### config.mk
export PLATFORM = sky130hd
export DESIGN_NAME = half_trap_eval
export DESIGN_NICKNAME = d
export VERILOG_FILES = /design/src/rtl/trapw_pkg.sv /design/src/rtl/trapw_half_ext.sv /design/src/rtl/trapw_rel.sv /design/src/rtl/half_trap_eval.sv
export SDC_FILE = /design/constraint.sdc
export NUM_CORES = 1
export LEC_CHECK = 0
export CAP_MARGIN = 10
export CELL_PAD_IN_SITES_DETAIL_PLACEMENT = 2
export CELL_PAD_IN_SITES_GLOBAL_PLACEMENT = 2
export CORE_MARGIN = 2
export CORE_UTILIZATION = 16
export DETAILED_ROUTE_END_ITERATION = 10
export GPL_TIMING_DRIVEN = 0
export PLACE_DENSITY = 0.79
export SYNTH_ARGS = -nofsm -noshare
export SYNTH_HDL_FRONTEND = slang
export SYNTH_SLANG_ARGS = --single-unit
### constraint.sdc
create_clock -name clk -period 4.6 [get_ports clk]
set_input_delay 0.92 -clock clk [delete_from_list [all_inputs] [get_ports clk]]
set_output_delay 0.92 -clock clk [all_outputs]
set_load 0.01 [all_outputs]
### src/rtl/trapw_pkg.sv
package trapw_pkg;

   // Runtime register-width select encoding
   typedef enum logic [1:0] {
      WSEL_64 = 2'b00,
      WSEL_32 = 2'b01,
      WSEL_16 = 2'b10,
      WSEL_8  = 2'b11
   } wsel_e;

   localparam int NUM_WSEL = 4;
   localparam int SEL_W    = $clog2(NUM_WSEL);

   // Positions of the relation flags in the relation vector
   localparam int REL_SLT = 0;
   localparam int REL_SGT = 1;
   localparam int REL_EQ  = 2;
   localparam int REL_ULT = 3;
   localparam int REL_UGT = 4;
   localparam int REL_N   = 5;

   function automatic int imax(input int a, input int b);
      return (a > b) ? a : b;
   endfunction

endpackage

### src/rtl/trapw_half_ext.sv
module trapw_half_ext
   import trapw_pkg::*;
#(
   parameter int XLEN_MAX = 64,
   parameter int CMP_W    = 64
) (
   input  logic [XLEN_MAX-1:0] reg_i,
   input  logic [SEL_W-1:0]    sel_i,
   output logic [CMP_W-1:0]    half_o
);

   logic [CMP_W-1:0] cand [NUM_WSEL];

   // One candidate per selectable width: low half, sign-extended to CMP_W
   for (genvar g = 0; g < NUM_WSEL; g++) begin : g_width
      localparam int HW = (XLEN_MAX >> g) / 2;
      if (HW < 1 || HW >= CMP_W) begin : g_bad
         $error("trapw_half_ext: half width %0d out of range", HW);
      end
      assign cand[g] = {{(CMP_W-HW){reg_i[HW-1]}}, reg_i[HW-1:0]};
   end

   assign half_o = cand[sel_i];

endmodule

### src/rtl/trapw_rel.sv
module trapw_rel
   import trapw_pkg::*;
#(
   parameter int CMP_W      = 64,
   parameter int IMM_W      = 16,
   parameter bit SHARED_SUB = 1'b1
) (
   input  logic [CMP_W-1:0] a_i,
   input  logic [IMM_W-1:0] imm_i,
   output logic [REL_N-1:0] rel_o
);

   logic [CMP_W-1:0] b;
   logic slt, sgt, eq, ult, ugt;

   if (IMM_W > CMP_W) begin : g_bad
      $error("trapw_rel: immediate wider than compare width");
   end

   assign b  = {{(CMP_W-IMM_W){imm_i[IMM_W-1]}}, imm_i};
   assign eq = (a_i == b);

   if (SHARED_SUB) begin : g_sub
      // One subtractor; borrow gives unsigned order, sign fix-up gives signed
      logic [CMP_W:0] diff;
      logic           sgn_differ;
      assign diff       = {1'b0, a_i} - {1'b0, b};
      assign ult        = diff[CMP_W];
      assign sgn_differ = a_i[CMP_W-1] ^ b[CMP_W-1];
      assign slt        = sgn_differ ? a_i[CMP_W-1] : ult;
      assign ugt        = ~ult & ~eq;
      assign sgt        = ~slt & ~eq;
   end else begin : g_direct
      // Four independent magnitude comparators
      assign ult = (a_i < b);
      assign ugt = (a_i > b);
      assign slt = ($signed(a_i) < $signed(b));
      assign sgt = ($signed(a_i) > $signed(b));
   end

   always_comb begin
      rel_o          = '0;
      rel_o[REL_SLT] = slt;
      rel_o[REL_SGT] = sgt;
      rel_o[REL_EQ]  = eq;
      rel_o[REL_ULT] = ult;
      rel_o[REL_UGT] = ugt;
   end

endmodule

### src/rtl/half_trap_eval.sv
module half_trap_eval
   import trapw_pkg::*;
#(
   parameter int XLEN_MAX   = 64,
   parameter int IMM_W      = 16,
   parameter int MASK_W     = 5,
   parameter bit SHARED_SUB = 1'b1
) (
   input  logic                clk,
   input  logic                rst,
   input  logic                in_valid,
   input  logic [XLEN_MAX-1:0] reg_op,
   input  logic [IMM_W-1:0]    imm,
   input  logic [MASK_W-1:0]   cond_mask,
   input  logic [SEL_W-1:0]    width_sel,
   output logic                out_valid,
   output logic                out_trap
);

   localparam int CMP_W = imax(IMM_W, XLEN_MAX);

   if (MASK_W != REL_N) begin : g_bad_mask
      $error("half_trap_eval: MASK_W must equal %0d", REL_N);
   end
   if ((XLEN_MAX >> (NUM_WSEL-1)) < 2) begin : g_bad_xlen
      $error("half_trap_eval: XLEN_MAX too small for narrowest width");
   end

   logic [CMP_W-1:0]  half_x;
   logic [REL_N-1:0]  rel_w;
   logic              trap_d;

   trapw_half_ext #(
      .XLEN_MAX (XLEN_MAX),
      .CMP_W    (CMP_W)
   ) u_ext (
      .reg_i  (reg_op),
      .sel_i  (width_sel),
      .half_o (half_x)
   );

   trapw_rel #(
      .CMP_W      (CMP_W),
      .IMM_W      (IMM_W),
      .SHARED_SUB (SHARED_SUB)
   ) u_rel (
      .a_i   (half_x),
      .imm_i (imm),
      .rel_o (rel_w)
   );

   assign trap_d = |(rel_w & cond_mask);

   always_ff @(posedge clk) begin
      if (rst) begin
         out_valid <= 1'b0;
         out_trap  <= 1'b0;
      end else begin
         out_valid <= in_valid;
         if (in_valid) begin
            out_trap <= trap_d;
         end
      end
   end

endmodule

==> results of run 1 <==
[cells by family after synthesis]
group | synth area share
simple gates | 0.154
fa+ha+maj | 0.343
flops | 0.0333
compound gates | 0.342
buf+inv | 0.109
mux | 0.0177
[stage by stage]
stage	worst slack [ps]	util	hold WS [ps]	TNS, ps	std cells
after floorplan	1050	-	535	0	176
final	325	0.269	531	0	336
after detailed placement	-17.7	0.263	535	-17.7	333
after CTS	199	0.269	540	0	336
after global placement	59.4	0.263	525	0	333
after global routing	-1.64	0.269	599	-1.64	336
[final timing paths]
kind                         start                    end  slack (ps)
max                   width_sel[0]  out_trap$_SDFFE_PP0P_         320
min          out_trap$_SDFFE_PP0P_  out_trap$_SDFFE_PP0P_         530
max reg2reg  out_trap$_SDFFE_PP0P_  out_trap$_SDFFE_PP0P_        3960
min reg2reg  out_trap$_SDFFE_PP0P_  out_trap$_SDFFE_PP0P_         530
[state kept, by name, indices dropped and copies added, names as in the netlist]
name and flops:
out_trap 1, out_valid 1
[power by group through the flow]
stage | Clock, mW | Combinational (mW) | Sequential (mW)
2_1_floorplan | 0 | 0.0973 | 0.0203
3_3_place_gp | 0 | 0.172 | 0.0196
3_5_place_dp | 0 | 0.181 | 0.0198
4_1_cts | 0.0698 | 0.182 | 0.0195
5_1_grt | 0.0738 | 0.207 | 0.0197
6_report | 0.0681 | 0.179 | 0.0195
[layout by cell type, fill, tap and decap left out, types with 2 or more instances in the layout]
cell type                         Yosys  final
sky130_fd_sc_hd__nor2b_1              2      2
sky130_fd_sc_hd__dfxtp_1              2      2
sky130_fd_sc_hd__and2_1               3      3
sky130_fd_sc_hd__clkbuf_1             8      7
sky130_fd_sc_hd__a21o_1               6      6
sky130_fd_sc_hd__ha_1                33     33
sky130_fd_sc_hd__nand2_1             10     10
sky130_fd_sc_hd__and4_1               4      4
sky130_fd_sc_hd__nand4_1              4      4
sky130_fd_sc_hd__nor2_1               3      3
sky130_fd_sc_hd__clkbuf_8             0      3
sky130_fd_sc_hd__inv_1               25     25
sky130_fd_sc_hd__o21ai_1             13     13
sky130_fd_sc_hd__a21oi_1             26     26
sky130_fd_sc_hd__o21ai_0             14     14
sky130_fd_sc_hd__nand3_1              4      4
sky130_fd_sc_hd__a221o_1              3      3
sky130_fd_sc_hd__clkdlybuf4s50_1      0     58
[worst max-delay path, delay by kind of cell]
family / cells / cell delay, ps
mux: 2 / 590
compound gates: 5 / 1260
fa+ha+maj: 1 / 340
simple gates: 3 / 430
buf+inv: 2 / 820
[timing repair]
item	4_1_cts	5_1_grt
gates resized for setup	0	2
setup endpoints to repair	0	1
hold buffers	0	0
[layout make-up]
cell class / count / area [um2] / area share
repair buffers: 58 / 581 / 0.298
well taps: 99 / 124 / 0.0635
multi-input cells: 139 / 1030 / 0.529
plain buffers: 8 / 31.3 / 0.0160
flip-flops and latches: 2 / 40.0 / 0.0205
inverters: 27 / 101 / 0.0520
clock buffers: 3 / 41.3 / 0.0212
[per-layer routing]
layer  up-vias  part of all wire  GRT usage  routed length (um)
met1       677              0.46      0.142                1960
met4         0                 0     0.0154                   0
met5         -                 0          0                   0
met3         0             0.033     0.0109                 143
li1        758                 -          -                   -
met2        30              0.51      0.201                2200
==> out/metrics.json, run 1 <==
{
  "reg2regPathDepth": 2,
  "layout.cell_area.non_filler_mm2": 0.00195,
  "place_area_mm2": 0.00191,
  "grt_first_pass_wirelength_mm": 7.69,
  "synth_area_per_cell_um2": 6.83,
  "detail_route.drc_violations": 0,
  "port-buffer-count": 58,
  "initial_antenna_violation_count": 0,
  "dp_hpwl_mm": 3.80,
  "intPower_mw": 0.171,
  "maxSlewHeadroom": 0.577,
  "power.share.combinational": 0.671,
  "critPathRequiredTime_ps": 4680,
  "place.gp.congestion": 0.738,
  "synth.top_cells.by_count": "33 x sky130_fd_sc_hd__ha_1, 26 x sky130_fd_sc_hd__a21oi_1, 25 x sky130_fd_sc_hd__inv_1",
  "synth_sequential_area_ratio": 0.0333,
  "postSynthNetCount": 299,
  "crit_chain": "clkdlybuf4s50_1 > mux2_2 > nand2_1 > clkbuf_2 > o21ai_0 > ha_1 > nand4_1 > nor2_1 > a221o_1 > o31a_1 > o41ai_2 > mux2i_1 > a31oi_1",
  "cp-start-kind": "input port",
  "fin_skew_ps": 0,
  "critical_path.endpoint_type": "register",
  "setup_viol_count_final": 0,
  "critPathSlowestCell": "sky130_fd_sc_hd__clkdlybuf4s50_1",
  "vias_per_cell": 4.36,
  "cts_max_level": 1,
  "total_net_switching_power_mw": 0.0947,
  "total_number_of_yosys_warnings": 0,
  "first_iter_violations": 8,
  "dr_total_vias": 1465,
  "design.core.area_mm2": 0.00725,
  "drt_wl_total_mm": 4.31,
  "synth_most_common_cell": "sky130_fd_sc_hd__ha_1",
  "top_cells_by_area_in_the_synthesized_netlist": "sky130_fd_sc_hd__ha_1 34%, sky130_fd_sc_hd__a21oi_1 11%, sky130_fd_sc_hd__inv_1 7.8%",
  "antenna_diode_instance_count": 0,
  "die_w_um": 90.7,
  "finalHoldViolations": 0,
  "clock_tree.root_cell": "sky130_fd_sc_hd__clkbuf_8",
  "clock_transition_at_the_registers_of_the_reported_paths_ps": 30,
  "syn2layout_area_growth_pct": 62.1,
  "report.final.slew_viol_count": 0,
  "grt_overall_usage": 0.110,
  "clkSinkCount": 2,
  "critical_path_class": "input port to register",
  "pwr_density_mw_per_mm2": 137,
  "drive_above_1_share": 0.0338,
  "hold_class": "register to register",
  "critPathMaxStageDelay_ps": 580,
  "numCtsBuffers": 3,
  "clk-insertion-delay-late_ps": 210,
  "grt_start_max_net_pins": 19,
  "async_flop_share": 0,
  "cp_data_arrival_time_ps": 4360,
  "ys_seq_elements": 2,
  "globalRoute.totalOverflow": 0,
  "holdPathStages": 2,
  "die_area_mm2": 0.00822,
  "clkPwrFrac": 0.256,
  "post-synth-top-area-fraction": 0.343,
  "max-vdd-ir-drop_mv": 0.0536,
  "synthDistinctLibCells": 32,
  "yosysTopAreaCell": "sky130_fd_sc_hd__ha_1",
  "min_period_ps": 4280,
  "ios": 92,
  "num-nets-final": 362,
  "wire_per_inst_um": 12.8,
  "synth_top_flop_cell": "sky130_fd_sc_hd__dfxtp_1",
  "firstDrtPassIters": 3,
  "fp_rows": 31,
  "crit_fanout": 10,
  "netlist_area_pre_place_mm2": 0.00120,
  "period_share": 0.929,
  "edff_count_synth": 0,
  "die-height_um": 90.7,
  "sequentialPowerShare": 0.073,
  "worst_slew_pin_slew_ps": 634,
  "first_global_vias": 1617,
  "layout.filler_cells": 890,
  "report.power.total_mw": 0.266,
  "clock_tree.buffer_depth": 2,
  "cap_viol_max_count": 0,
  "initial_core_util": 0.166,
  "clock.fmax_mhz": 234,
  "post_cts.repair.setup_buffers": 0,
  "leakagePower_nw": 0.906,
  "swShare": 0.356,
  "drtAntennaViolNets": 0,
  "outcome": "completed",
  "postSynthCellCount": 176,
  "tritoncts": "built"
}
(Power assumes the default switching activity.)
==> run 2, diff against run 1 <==
- SETUP_SLACK_MARGIN: not set -> 0.2
==> run 2 against run 1 <==
Die area stayed put. Sequential power hardly changed. Design area is 0.26% higher. Worst setup slack better by 200 ps. Critical path type unchanged. Highest routed layer unchanged.
==> out/metrics.json, run 2 (synthesis results as in run 1) <==
{
  "clock.fmax": {"value": 245, "unit": "MHz", "change": "was 234 MHz"},
  "clock_transition_at_the_registers_of_the_reported_paths": {"value": 30, "unit": "ps", "change": "about the same"},
  "syn2layout_area_growth": {"value": 62.5, "unit": "%", "change": "was 62.1%"},
  "critPathSlowestCell": {"value": "sky130_fd_sc_hd__clkdlybuf4s50_1", "change": "unchanged"},
  "antenna_diode_instance_count": {"value": 0, "change": "unchanged"},
  "worst_slew_pin_slew": {"value": 634, "unit": "ps", "change": "unchanged"},
  "min_period": {"value": 4080, "unit": "ps", "change": "was 4280 ps"},
  "pwr_density": {"value": 136, "unit": "mW/mm2", "change": "was 137 mW/mm2"},
  "unrepaired_setup_endpoints_after_global_routing": "no",
  "critical_path_class": {"value": "input port to register", "change": "unchanged"},
  "grt_overall_usage": {"value": 0.111, "change": "was 0.110"},
  "drtAntennaViolNets": {"value": 0, "change": "unchanged"},
  "initial_core_util": {"value": 0.166, "change": "unchanged"},
  "first_global_vias": {"value": 1622, "change": "was 1,617"},
  "first_iter_violations": {"value": 8, "change": "unchanged"},
  "layout.filler_cells": {"value": 889, "change": "was 890"},
  "cap_viol_max_count": {"value": 0, "change": "unchanged"},
  "drive_above_1_share": {"value": 0.0338, "change": "unchanged"},
  "finish.cell_count_without_fillers": {"value": 336, "change": "unchanged"},
  "holdPathStages": {"value": 2, "change": "unchanged"},
  "cts-hold-fix-buffers": {"value": 0, "change": "unchanged"},
  "period_share": {"value": 0.886, "change": "was 0.929"},
  "detail_route.drc_violations": {"value": 0, "change": "unchanged"},
  "crit_fanout": {"value": 10, "change": "unchanged"},
  "max-vdd-ir-drop": {"value": 0.0536, "unit": "mV", "change": "unchanged"},
  "dr_total_vias": {"value": 1463, "change": "was 1,465"},
  "ios": {"value": 92, "change": "unchanged"},
  "fp_rows": {"value": 31, "change": "unchanged"},
  "most_frequent_standard_cell_in_the_layout_excluding_fill_and_tap_cells": {"value": "sky130_fd_sc_hd__clkdlybuf4s50_1", "change": "unchanged"},
  "outcome": {"value": "completed", "change": "unchanged"},
  "grt_start_max_net_pins": {"value": 19, "change": "unchanged"},
  "critical_path.endpoint_type": {"value": "register", "change": "unchanged"},
  "firstDrtPassIters": {"value": 3, "change": "unchanged"},
  "reg_top3": {"value": "out_trap x1, out_valid x1", "change": "unchanged"},
  "report.power.total": {"value": 0.266, "unit": "mW", "change": "about the same"},
  "clk-insertion-delay-late": {"value": 210, "unit": "ps", "change": "about the same"},
  "finalHoldViolations": {"value": 0, "change": "unchanged"},
  "clock_tree.buffer_depth": {"value": 2, "change": "unchanged"},
  "dpl.cell_count": {"value": 333, "change": "unchanged"},
  "numCtsBuffers": {"value": 3, "change": "unchanged"},
  "vias_per_cell": {"value": 4.35, "change": "was 4.36"},
  "hold_class": {"value": "register to register", "change": "unchanged"},
  "num-nets-final": {"value": 362, "change": "unchanged"},
  "critPathRequiredTime": {"value": 4680, "unit": "ps", "change": "about the same"},
  "reg2regPathDepth": {"value": 2, "change": "unchanged"},
  "clock_tree.root_cell": {"value": "sky130_fd_sc_hd__clkbuf_8", "change": "unchanged"},
  "place.gp.congestion": {"value": 0.738, "change": "unchanged"},
  "maxSlewHeadroom": {"value": 0.577, "change": "unchanged"},
  "report.final.slew_viol_count": {"value": 0, "change": "unchanged"},
  "design.core.area": {"value": 0.00725, "unit": "mm2", "change": "unchanged"},
  "cp_data_arrival_time": {"value": 4160, "unit": "ps", "change": "was 4360 ps"},
  "cts_max_level": {"value": 1, "change": "unchanged"},
  "die_w": {"value": 90.7, "unit": "um", "change": "unchanged"},
  "setup_viol_count_final": {"value": 0, "change": "unchanged"},
  "cp-start-kind": {"value": "input port", "change": "unchanged"},
  "drt_wl_total": {"value": 4.31, "unit": "mm", "change": "unchanged"},
  "wire_per_inst": {"value": 12.8, "unit": "um", "change": "unchanged"},
  "leakagePower": {"value": 0.916, "unit": "nW", "change": "was 0.906 nW"},
  "crit_chain": {"value": "clkdlybuf4s50_1 > mux2_2 > nand2_1 > clkbuf_4 > o21ai_0 > ha_1 > nand4_1 > nor2_1 > a221o_1 > o31a_1 > o41ai_2 > mux2i_1 > a31oi_1", "change": "was clkdlybuf4s50_1 > mux2_2 > nand2_1 > clkbuf_2 > o21ai_0 > ha_1 > nand4_1 > nor2_1 > a221o_1 > o31a_1 > o41ai_2 > mux2i_1 > a31oi_1"},
  "post_cts.repair.setup_buffers": {"value": 0, "change": "unchanged"},
  "globalRoute.totalOverflow": {"value": 0, "change": "unchanged"},
  "die_area": {"value": 0.00822, "unit": "mm2", "change": "unchanged"},
  "port-buffer-count": {"value": 58, "change": "unchanged"},
  "clkSinkCount": {"value": 2, "change": "unchanged"},
  "critPathMaxStageDelay": {"value": 480, "unit": "ps", "change": "was 580 ps"},
  "initial_antenna_violation_count": {"value": 0, "change": "unchanged"},
  "grt_first_pass_wirelength": {"value": 7.72, "unit": "mm", "change": "was 7.69 mm"},
  "die-height": {"value": 90.7, "unit": "um", "change": "unchanged"},
  "mostFrequentLayoutCells": {"value": "57 x sky130_fd_sc_hd__clkdlybuf4s50_1, 33 x sky130_fd_sc_hd__ha_1, 26 x sky130_fd_sc_hd__a21oi_1", "change": "was 58 x sky130_fd_sc_hd__clkdlybuf4s50_1, 33 x sky130_fd_sc_hd__ha_1, 26 x sky130_fd_sc_hd__a21oi_1"},
  "fin_skew": {"value": 0, "unit": "ps", "change": "unchanged"},
  "dp_hpwl": {"value": 3.80, "unit": "mm", "change": "unchanged"},
  "tritoncts": {"value": "built", "change": "unchanged"}
}
## run 2: cell count changes in the layout (fill, tap and decap cells not counted)
cell	before	now
sky130_fd_sc_hd__clkdlybuf4s50_1	58	57
sky130_fd_sc_hd__clkbuf_2	1	0
sky130_fd_sc_hd__clkbuf_4	0	1
sky130_fd_sc_hd__dlymetal6s2s_1	0	1
## run 2: worst paths after layout
kind | start | endpoint | slack (ps)
max | reg_op[3] | out_trap$_SDFFE_PP0P_ | 520
min | out_trap$_SDFFE_PP0P_ | out_trap$_SDFFE_PP0P_ | 530
max reg2reg | out_trap$_SDFFE_PP0P_ | out_trap$_SDFFE_PP0P_ | 3960
min reg2reg | out_trap$_SDFFE_PP0P_ | out_trap$_SDFFE_PP0P_ | 530
## run 2: area by class of cell
| class | instances | area [um2] | area share |
|---|---|---|---|
| Sequential cell | 2 | 40.0 | 0.0205 |
| Timing Repair Buffer | 58 | 583 | 0.298 |
| Buffer | 8 | 33.8 | 0.0173 |
| Tap cell | 99 | 124 | 0.0634 |
| Clock buffer | 3 | 41.3 | 0.0211 |
| Multi-Input combinational cell | 139 | 1030 | 0.528 |
| Inverter | 27 | 101 | 0.0519 |
## run 2: power by group
part	internal (mW)	switching (mW)	total [mW]
clock network	0.0552	0.0128	0.0681
registers	0.0189	0.000600	0.0195
logic	0.0975	0.0812	0.179
total	0.172	0.0946	0.266
## run 2: critical path, delay by kind of cell
family                   cells  cell delay, ps
AO/OA/AOI/OAI                5            1240
buffers and inverters        2             710
multiplexers                 2             520
AND/OR/NAND/NOR              3             430
adder cells (fa/ha/maj)      1             340
## run 2: timing repair
item	in CTS	in global routing
endpoints found under the setup margin	1	1
pin swaps	0	0
resized for setup	1	3
## run 2: layer usage
metal	share of wire	track usage	vias to the layer above
met1	0.45	0.142	675
li1	-	-	758
met2	0.51	0.203	30
met5	0	0	-
met3	0.033	0.0109	0
met4	0	0.0154	0
## run 2: metrics by stage
| step | worst slack, ps | hold WS, ps | setup TNS, ps | instance area (um2) | util |
|---|---|---|---|---|---|
| 2_1_floorplan | 1050 | 535 | 0 | 1200 | - |
| 3_3_place_gp | 59.4 | 525 | 0 | 1910 | 0.263 |
| 3_5_place_dp | -17.7 | 535 | -17.7 | 1910 | 0.263 |
| 4_1_cts | 326 | 540 | 0 | 1950 | 0.269 |
| 5_1_grt | 206 | 599 | 0 | 1950 | 0.269 |
| 6_report | 523 | 531 | 0 | 1950 | 0.269 |
==> run 3, diff against run 2 <==
- CORE_MARGIN: 2 -> 3
- TNS_END_PERCENT: not set -> 20
==> run 3 against run 2 <==
Non-clock buffer count did not move. Final cell count shrank 0.89%. Routed wire length rose by 3.2%. Sequential share of layout area barely moved. Critical path type unchanged. Critical endpoint unchanged.
==> out/metrics.json, run 3 (synthesis results as in run 1) <==
{
  "total_net_switching_power": {"value": 0.0966, "unit": "mW", "change": "was 0.0946 mW"},
  "area_of_all_sequential_standard_cells": {"value": 40.0, "unit": "um2", "change": "unchanged"},
  "dp_hpwl": {"value": 3.82, "unit": "mm", "change": "was 3.80 mm"},
  "mostFrequentLayoutCells": {"value": "57 x sky130_fd_sc_hd__clkdlybuf4s50_1, 33 x sky130_fd_sc_hd__ha_1, 26 x sky130_fd_sc_hd__a21oi_1", "change": "unchanged"},
  "drtAntennaViolNets": {"value": 0, "change": "unchanged"},
  "clk-insertion-delay-late": {"value": 210, "unit": "ps", "change": "about the same"},
  "outcome": {"value": "completed", "change": "unchanged"},
  "postLayoutSetupSlackWorst": {"value": 547, "unit": "ps", "change": "was 523 ps"},
  "grt_overall_usage": {"value": 0.104, "change": "was 0.111"},
  "worst_slew_pin_slew": {"value": 651, "unit": "ps", "change": "was 634 ps"},
  "post_cts.repair.setup_buffers": {"value": 0, "change": "unchanged"},
  "timing.setup.tns": {"value": 0, "unit": "ps", "change": "unchanged"},
  "detailedPlace.worstSlack": {"value": -55.8, "unit": "ps", "change": "was -17.7 ps"},
  "die-height": {"value": 92.7, "unit": "um", "change": "was 90.7 um"},
  "drt_wl_total": {"value": 4.45, "unit": "mm", "change": "was 4.31 mm"},
  "critPathMaxStageDelay": {"value": 510, "unit": "ps", "change": "was 480 ps"},
  "first_iter_violations": {"value": 19, "change": "was 8"},
  "critPathRequiredTime": {"value": 4680, "unit": "ps", "change": "about the same"},
  "port-buffer-count": {"value": 58, "change": "unchanged"},
  "vias_per_cell": {"value": 4.46, "change": "was 4.35"},
  "syn2layout_area_growth": {"value": 62.6, "unit": "%", "change": "was 62.5%"},
  "drive_above_1_share": {"value": 0.0464, "change": "was 0.0338"},
  "grt_first_pass_wirelength": {"value": 7.48, "unit": "mm", "change": "was 7.72 mm"},
  "setup_viol_count_final": {"value": 0, "change": "unchanged"},
  "wire_per_inst": {"value": 13.4, "unit": "um", "change": "was 12.8 um"},
  "layout.cell_area.non_filler": {"value": 0.00196, "unit": "mm2", "change": "was 0.00195 mm2"},
  "clkSinkCount": {"value": 2, "change": "unchanged"},
  "dr_total_vias": {"value": 1486, "change": "was 1,463"},
  "critical_path.n_buffers_inverters": {"value": 3, "change": "was 2"},
  "design.core.area": {"value": 0.00702, "unit": "mm2", "change": "was 0.00725 mm2"},
  "cts_max_level": {"value": 1, "change": "unchanged"},
  "leakagePower": {"value": 0.922, "unit": "nW", "change": "was 0.916 nW"},
  "min_period": {"value": 4050, "unit": "ps", "change": "was 4080 ps"},
  "cp_data_arrival_time": {"value": 4140, "unit": "ps", "change": "was 4160 ps"},
  "layout.filler_cells": {"value": 822, "change": "was 889"},
  "critical_path_class": {"value": "input port to register", "change": "unchanged"},
  "crit_top_cell": "sky130_fd_sc_hd__a221o_1",
  "most_frequent_standard_cell_in_the_layout_excluding_fill_and_tap_cells": {"value": "sky130_fd_sc_hd__clkdlybuf4s50_1", "change": "unchanged"},
  "antenna_diode_instance_count": {"value": 0, "change": "unchanged"},
  "initial_core_util": {"value": 0.171, "change": "was 0.166"},
  "fin_skew": {"value": 0, "unit": "ps", "change": "unchanged"},
  "report.final.slew_viol_count": {"value": 0, "change": "unchanged"},
  "multi_input_comb_area": {"value": 0.00103, "unit": "mm2", "change": "about the same"},
  "grt_start_max_net_pins": {"value": 19, "change": "unchanged"},
  "detail_route.drc_violations": {"value": 0, "change": "unchanged"},
  "initial_antenna_violation_count": {"value": 0, "change": "unchanged"},
  "max-vdd-ir-drop": {"value": 0.0403, "unit": "mV", "change": "was 0.0536 mV"},
  "numCtsBuffers": {"value": 3, "change": "unchanged"},
  "clock.fmax": {"value": 247, "unit": "MHz", "change": "was 245 MHz"},
  "sequentialPowerShare": {"value": 0.073, "change": "about the same"},
  "ios": {"value": 92, "change": "unchanged"},
  "firstDrtPassIters": {"value": 2, "change": "was 3"},
  "period_share": {"value": 0.881, "change": "was 0.886"},
  "power.share.combinational": {"value": 0.669, "change": "was 0.671"},
  "cp-start-kind": {"value": "input port", "change": "unchanged"},
  "swShare": {"value": 0.360, "change": "was 0.355"},
  "die_area": {"value": 0.00859, "unit": "mm2", "change": "was 0.00822 mm2"},
  "dpl.cell_count": {"value": 330, "change": "was 333"},
  "finalHoldViolations": {"value": 0, "change": "unchanged"},
  "finalHoldWorstSlack": {"value": 564, "unit": "ps", "change": "was 531 ps"},
  "maxSlewHeadroom": {"value": 0.566, "change": "was 0.577"},
  "fin_util": {"value": 0.279, "change": "was 0.269"},
  "crit_fanout": {"value": 10, "change": "unchanged"},
  "intPower": {"value": 0.172, "unit": "mW", "change": "about the same"},
  "critPathSlowestCell": {"value": "sky130_fd_sc_hd__clkdlybuf4s50_1", "change": "unchanged"},
  "first_global_vias": {"value": 1660, "change": "was 1,622"},
  "finish.cell_count_without_fillers": {"value": 333, "change": "was 336"},
  "die_w": {"value": 92.7, "unit": "um", "change": "was 90.7 um"},
  "tritoncts": {"value": "built", "change": "unchanged"},
  "critical_path.endpoint_type": {"value": "register", "change": "unchanged"},
  "pwr_density": {"value": 137, "unit": "mW/mm2", "change": "was 136 mW/mm2"},
  "hold_class": {"value": "register to register", "change": "unchanged"},
  "clock_transition_at_the_registers_of_the_reported_paths": {"value": 30, "unit": "ps", "change": "about the same"},
  "fp_rows": {"value": 30, "change": "was 31"},
  "place_area": {"value": 0.00190, "unit": "mm2", "change": "was 0.00191 mm2"},
  "report.power.total": {"value": 0.269, "unit": "mW", "change": "was 0.266 mW"},
  "place.gp.congestion": {"value": 0.705, "change": "was 0.738"},
  "unrepaired_setup_endpoints_after_global_routing": {"value": "no", "change": "unchanged"},
  "crit_chain": {"value": "clkdlybuf4s50_1 > and2_1 > clkbuf_1 > clkbuf_2 > a21oi_1 > o21ai_1 > ha_1 > a21o_1 > a221o_1 > a221o_1 > o41ai_2 > mux2i_1 > a31oi_1", "change": "was clkdlybuf4s50_1 > mux2_2 > nand2_1 > clkbuf_4 > o21ai_0 > ha_1 > nand4_1 > nor2_1 > a221o_1 > o31a_1 > o41ai_2 > mux2i_1 > a31oi_1"},
  "clock_tree.buffer_depth": {"value": 2, "change": "unchanged"},
  "reg_top3": {"value": "out_trap x1, out_valid x1", "change": "unchanged"},
  "num-nets-final": {"value": 362, "change": "unchanged"},
  "clock_tree.root_cell": {"value": "sky130_fd_sc_hd__clkbuf_8", "change": "unchanged"},
  "globalRoute.totalOverflow": {"value": 0, "change": "unchanged"},
  "cpLargestDelayFamily": {"value": "compound AO/OA/AOI/OAI gates", "change": "unchanged"},
  "clkPwrFrac": {"value": 0.259, "change": "was 0.256"},
  "cap_viol_max_count": {"value": 0, "change": "unchanged"}
}
-- run 3: worst reg2reg max path, stage by stage, from the launching register on --
cell and delay (ps):
sky130_fd_sc_hd__dfxtp_1 300, sky130_fd_sc_hd__o21bai_1 160, sky130_fd_sc_hd__a31oi_1 60
-- run 3: layout make-up --
class,count,share of cell area
timing repair buffer,58,0.298
inverter,27,0.0518
multi-input combinational,139,0.528
sequential,2,0.0205
buffer,8,0.0186
tap,96,0.0614
clock buffer,3,0.0211
-- run 3: final timing paths --
kind | to | slack (ps) | depth (start not counted) | from
hold reg to reg | out_trap$_SDFFE_PP0P_ | 560 | 2 | out_trap$_SDFFE_PP0P_
setup / recovery | out_trap$_SDFFE_PP0P_ | 550 | 13 | reg_op[15]
setup reg to reg | out_trap$_SDFFE_PP0P_ | 3950 | 2 | out_trap$_SDFFE_PP0P_
hold / removal | out_trap$_SDFFE_PP0P_ | 560 | 2 | out_trap$_SDFFE_PP0P_
-- run 3: power by group through the flow --
stage | logic (mW) | clock network [mW] | registers [mW]
floorplan | 0.0973 | 0 | 0.0203
global placement | 0.172 | 0 | 0.0195
detailed placement | 0.181 | 0 | 0.0197
CTS | 0.183 | 0.0714 | 0.0195
global route | 0.208 | 0.0761 | 0.0196
finish | 0.180 | 0.0694 | 0.0195
-- run 3: routing by layer --
| metal | vias to the layer above | wire (um) | track usage |
|---|---|---|---|
| met5 | - | 0 | 0 |
| met4 | 0 | 19 | 0.0183 |
| met3 | 2 | 163 | 0.00812 |
| met2 | 33 | 2300 | 0.202 |
| met1 | 691 | 1970 | 0.126 |
| li1 | 760 | - | - |
-- run 3: repair_timing --
action | in CTS | in global routing
setup endpoints to repair | 1 | 1
hold buffers | 0 | 0
resized for setup | 1 | 8
